<file path="src/rtl/irq_agg_pkg.sv">
package irq_agg_pkg;
  localparam int SW     = 16;
  localparam int NLINES = 5;

  typedef logic [SW-1:0] word_t;

  // line order: timer, data, external, high-rate periodic, low-rate periodic
  localparam word_t LINE_MASK [NLINES] = '{
    16'h0C00, 16'h6100, 16'h1200, 16'h0070, 16'h008B
  };

  localparam int BIT_F4K = 6;
  localparam int BIT_F2K = 5;
  localparam int BIT_F1K = 4;
  localparam int BIT_F4H = 3;

  typedef enum logic { SEL_STATUS_CLR = 1'b0, SEL_ENABLE = 1'b1 } wsel_e;
endpackage

</file>
<file path="src/rtl/irq_div_stage.sv">
module irq_div_stage #(
  parameter int DIV = 2
) (
  input  logic clk,
  input  logic rst_n,
  input  logic step_i,
  output logic wrap_o
);
  localparam int CW = (DIV > 1) ? $clog2(DIV) : 1;
  localparam logic [CW-1:0] LAST = CW'(DIV - 1);

  logic [CW-1:0] cnt_q;

  assign wrap_o = step_i && (cnt_q == LAST);

  always_ff @(posedge clk) begin
    if (!rst_n) begin
      cnt_q <= '0;
    end else if (step_i) begin
      cnt_q <= wrap_o ? '0 : cnt_q + 1'b1;
    end
  end
endmodule

</file>
<file path="src/rtl/irq_timebase.sv">
module irq_timebase
  import irq_agg_pkg::*;
#(
  parameter int DIV_A  = 2,
  parameter int DIV_B  = 2,
  parameter int DIV_LO = 256
) (
  input  logic  clk,
  input  logic  rst_n,
  input  logic  tick_i,
  output word_t set_o
);
  localparam int NST = 3;
  localparam int STAGE_DIV [NST] = '{DIV_A, DIV_B, DIV_LO};
  localparam int STAGE_BIT [NST] = '{BIT_F2K, BIT_F1K, BIT_F4H};

  logic [NST:0] step;
  assign step[0] = tick_i;

  for (genvar s = 0; s < NST; s++) begin : g_stage
    irq_div_stage #(.DIV(STAGE_DIV[s])) u_div (
      .clk   (clk),
      .rst_n (rst_n),
      .step_i(step[s]),
      .wrap_o(step[s+1])
    );
  end

  always_comb begin
    set_o = '0;
    set_o[BIT_F4K] = step[0];
    for (int s = 0; s < NST; s++) begin
      set_o[STAGE_BIT[s]] = step[s+1];
    end
  end
endmodule

</file>
<file path="src/rtl/irq_status_bank.sv">
module irq_status_bank
  import irq_agg_pkg::*;
(
  input  logic  clk,
  input  logic  rst_n,
  input  word_t set_i,
  input  logic  wr_en_i,
  input  logic  wr_sel_i,
  input  word_t wr_data_i,
  output word_t status_q,
  output word_t enable_q
);
  word_t clr;

  always_comb begin
    clr = '0;
    if (wr_en_i && (wsel_e'(wr_sel_i) == SEL_STATUS_CLR)) clr = wr_data_i;
  end

  always_ff @(posedge clk) begin
    if (!rst_n) begin
      status_q <= '0;
      enable_q <= '0;
    end else begin
      status_q <= (status_q & ~clr) | set_i;
      if (wr_en_i && (wsel_e'(wr_sel_i) == SEL_ENABLE)) enable_q <= wr_data_i;
    end
  end
endmodule

</file>
<file path="src/rtl/irq_line_reduce.sv">
module irq_line_reduce
  import irq_agg_pkg::*;
(
  input  logic              clk,
  input  logic              rst_n,
  input  word_t             status_i,
  input  word_t             enable_i,
  output logic [NLINES-1:0] line_q
);
  word_t live;
  assign live = status_i & enable_i;

  for (genvar l = 0; l < NLINES; l++) begin : g_line
    always_ff @(posedge clk) begin
      if (!rst_n) line_q[l] <= 1'b0;
      else        line_q[l] <= |(live & LINE_MASK[l]);
    end
  end
endmodule

</file>
<file path="src/rtl/irq_group_agg.sv">
module irq_group_agg
  import irq_agg_pkg::*;
#(
  parameter int DIV_A  = 2,
  parameter int DIV_B  = 2,
  parameter int DIV_LO = 256
) (
  input  logic        clk,
  input  logic        rst_n,
  input  logic        base_tick_i,
  input  logic [15:0] event_i,
  input  logic        wr_en_i,
  input  logic        wr_sel_i,
  input  logic [15:0] wr_data_i,
  output logic [15:0] status_o,
  output logic [15:0] enable_o,
  output logic        irq_timer_o,
  output logic        irq_data_o,
  output logic        irq_ext_o,
  output logic        irq_hifreq_o,
  output logic        irq_lofreq_o
);
  word_t             tb_set;
  word_t             st_q;
  word_t             en_q;
  logic [NLINES-1:0] lines;

  irq_timebase #(.DIV_A(DIV_A), .DIV_B(DIV_B), .DIV_LO(DIV_LO)) u_tb (
    .clk   (clk),
    .rst_n (rst_n),
    .tick_i(base_tick_i),
    .set_o (tb_set)
  );

  irq_status_bank u_bank (
    .clk      (clk),
    .rst_n    (rst_n),
    .set_i    (tb_set | event_i),
    .wr_en_i  (wr_en_i),
    .wr_sel_i (wr_sel_i),
    .wr_data_i(wr_data_i),
    .status_q (st_q),
    .enable_q (en_q)
  );

  irq_line_reduce u_lines (
    .clk     (clk),
    .rst_n   (rst_n),
    .status_i(st_q),
    .enable_i(en_q),
    .line_q  (lines)
  );

  assign status_o     = st_q;
  assign enable_o     = en_q;
  assign irq_timer_o  = lines[0];
  assign irq_data_o   = lines[1];
  assign irq_ext_o    = lines[2];
  assign irq_hifreq_o = lines[3];
  assign irq_lofreq_o = lines[4];
endmodule

</file>
<file path="config.mk">
export PLATFORM = sky130hd
export DESIGN_NAME = irq_group_agg
export DESIGN_NICKNAME = d
export VERILOG_FILES = /design/src/rtl/irq_agg_pkg.sv /design/src/rtl/irq_div_stage.sv /design/src/rtl/irq_timebase.sv /design/src/rtl/irq_status_bank.sv /design/src/rtl/irq_line_reduce.sv /design/src/rtl/irq_group_agg.sv
export SDC_FILE = /design/constraint.sdc
export NUM_CORES = 1
export LEC_CHECK = 0
export BUFFER_PORTS_ARGS = -buffer_cell sky130_fd_sc_hd__buf_2
export CORE_MARGIN = 2
export CORE_UTILIZATION = 45
export DETAILED_ROUTE_END_ITERATION = 8
export PLACE_DENSITY_LB_ADDON = 0.3
export RECOVER_POWER = 100
export SETUP_SLACK_MARGIN = 0.2
export SYNTH_ARGS = -nofsm -noshare
export SYNTH_HDL_FRONTEND = slang
export SYNTH_SLANG_ARGS = --single-unit
</file>
<file path="constraint.sdc">
create_clock -name clk -period 3.7 [get_ports clk]
set_clock_uncertainty 0.2 [all_clocks]
set_input_delay 0.185 -clock clk [delete_from_list [all_inputs] [get_ports clk]]
set_output_delay 0.185 -clock clk [all_outputs]
set_load 0.02 [all_outputs]
</file>
==> results.yml <==
cts:
  numCtsBuffers: 5
  clock_latency_ps: 300
  clkTransAtPathRegs_ps: 80
  cts_tree: "done"
  root_buffer: "clkbuf_8"
  htreeDepth: 2
  cts_sinks: 47
  cts_setup_buffers: 0
  cts_resized: 0
  ctsHoldBuffers: 32
  cts.path.max_buffers: 2
global_route:
  grt_first_pass_wirelength_microns: 7430
  first_global_vias: 1611
  grtUsageTotal_pct: 21.6
  grt_max_degree: 51
  antenna_found_initial: 0
  overflow: 0
placed_design:
  placedCellCount: 308
  dp_hpwl_microns: 2990
  place.gp.congestion: 0.741
  dp_slack_ps: 1750
  dpl_cell_area_sq_um: 2250
  numPortBuffers: 73
route:
  vias: 1754
  first_pass_iters: 4
  wl_met2_microns: 2220
  dr_wl_met3_microns: 275
  vias_per_cell: 5.07
  totalWireLength_microns: 4620
  wl_per_cell_microns: 13.4
  met1Wirelength_microns: 2070
  top_layer: "met4"
  drc_errors: 0
  drt_iter0_markers: 132
  ant_nets: 0
floorplan:
  start_util_pct: 46.6
  dieArea_sq_um: 4670
  pin_count: 74
  fp.dieW_microns: 68.4
  die_y_microns: 68.4
  core_area_sq_um: 4000
  rows: 23
worst_setup_path:
  crit_type: "input pin to flop"
  critPathTopFamily: "buffers and inverters"
  reg2reg_from: "u_tb.g_stage[0].u_div.cnt_q"
  cp_slowest_cell: "clkbuf_1"
  slowest_delay_ps: 1270
  timing.critical_path.fanout_max: 50
  cp.buffers_inverters: 1
  endpoint_kind: "flop"
  crit_start: "rst_n"
  reg2reg_to: "u_tb.g_stage[2].u_div.cnt_q[5]"
  worstRegToRegCells: 3
  reg2reg_setup_slack_ps: 2020
  cp_num_cells: 4
  arrival_ps: 2300
  setup.worst_path.start_class: "input pin"
  path_cells: "clkbuf_1, or2b_2, or4_1, o211ai_1"
  crit_required_ps: 3720
yosys:
  syn_area_sq_um: 1860
  netlist_top_cells_area: "dfxtp_1, a21boi_0, nand2_1"
  netlist_instances: 195
  synth_top_area_share_pct: 50.5
  ys_seq_elements: 47
  syn-num-nets: 233
  ys.flop_type: "dfxtp_1"
  synth_largest_area_cell: "dfxtp_1"
  syn_avg_cell_area_sq_um: 9.56
  synth-seq-area-share_pct: 50.5
  ys.warnings.count: 0
  synth.most_common_cell: "dfxtp_1"
  synthArstFlopShare_pct: 0
  synth_edf_count: 0
  ys_top_cells_by_count: "dfxtp_1, nand2_1, a21boi_0, o21a_1, clkbuf_1"
  synth.distinct_cells: 35
hold_path:
  hold_class: "input pin to flop"
  min_path_cells: 2
  hold_end: "u_bank.status_q[6]"
  hold_start: "base_tick_i"
cells_and_area:
  final_nets: 335
  design_area_sq_um: 2590
  syn_to_final_growth_pct: 39.0
  final_layout_size_suffix_gt1_share_pct: 14.9
  fillers: 343
  multi_input_area_sq_um: 866
  antenna_cells: 0
  final_cells: 346
  seqCellArea_sq_um: 941
timing:
  maxSlewViolCount: 51
  period_needed_ps: 2270
  layout_setup_ws_ps: 1430
  finalHoldViolCount: 0
  relSlewSlack_pct: -19.7
  worst_slew_pin_slew_ps: 1800
  finalSetupTns_ps: 0
  setup_violations: 0
  period_share_pct: 61.4
  fmax_ghz: 0.440
  rsz0062_at_grt: "false"
power_and_ir_drop:
  ir_drop_v: 0.000258
  p_leak_nw: 0.974
  power_density_nw_per_um2: 379
flow_run:
  max_cap_violations: 1
status:
  run_status: "finished with violations"
  violations: "max-capacitance violations, max-slew violations"
-- sequential cells by signal, summed over array words and instances (netlist names) --
register                  count
u_lines.line_q                5
u_bank.status_q              16
u_tb.g_stage.u_div.cnt_q     10
u_bank.enable_q              16
-- area by class of cell --
cell class / count / share of cell area [%]
Clock buffer: 6 / 2.80
Inverter: 3 / 0.435
Multi-Input combinational cell: 135 / 33.4
Sequential cell: 47 / 36.3
Tap cell: 50 / 2.41
Timing Repair Buffer: 105 / 24.6
-- layer usage --
layer  up-vias  global-route usage, %
met2        54                   35.3
met3         6                   6.91
met4         0                   7.50
li1        886                      -
met1       808                   26.8
met5         -                      0
-- cells by family (layout without fill, tap and decap cells) --
logic type	after synthesis	after routing	synth area share [%]
XOR/XNOR	3	3	1.41
buffers and inverters	13	114	3.09
multiplexers	1	1	0.537
AND/OR/NAND/NOR	63	63	16.7
flip-flops	47	47	50.5
AO/OA/AOI/OAI	67	67	27.1
adder cells (fa/ha/maj)	1	1	0.671
-- worst max-delay path by stage --
stage	endpoint	slack (ps)
global route	u_tb.g_stage[2].u_div.cnt_q[7]	1200
detailed placement	u_bank.status_q[3]	1750
global placement	u_bank.status_q[6]	1780
finish	u_tb.g_stage[2].u_div.cnt_q[7]	1430
floorplan	u_tb.g_stage[2].u_div.cnt_q[7]	2190
CTS	u_tb.g_stage[2].u_div.cnt_q[0]	2020
-- report_power, final --
group          internal [mW]  switching, mW
logic                 0.0722         0.0786
clock network          0.126          0.157
registers              0.530         0.0188
total                  0.729          0.254
-- per-stage QoR --
step	util (%)	hold slack [ps]	power [mW]
after global routing	64.8	20.7	1.03
after detailed placement	56.1	198	0.690
after global placement	56.1	195	0.688
final	64.8	13.8	0.983
after floorplan	-	109	0.634
after CTS	66.0	0.553	1.00
-- layout by cell type (no fill, tap or decap) --
cell type,n
buf_2,35
a222oi_1,2
a21boi_0,34
nand3_1,2
o41ai_1,2
nand4_1,2
dfxtp_1,47
a21oi_1,3
dlygate4sd3_1,32
or2b_2,1
o211ai_1,1
nand4_2,1
o31a_1,2
or4_1,3
and2_1,2
o21ai_0,1
nand3b_1,1
clkbuf_8,5
xor2_1,1
and2_0,2
nand2_1,38
nor2b_1,6
mux2i_1,1
o31ai_1,2
clkbuf_1,39
xnor2_1,2
nor4_1,1
and3_2,1
or3_1,1
o31a_2,1
inv_1,3
o22ai_1,1
a22oi_1,4
nand2b_1,2
ha_1,1
o21a_1,13
o311ai_0,1
(Power assumes the default switching activity.)
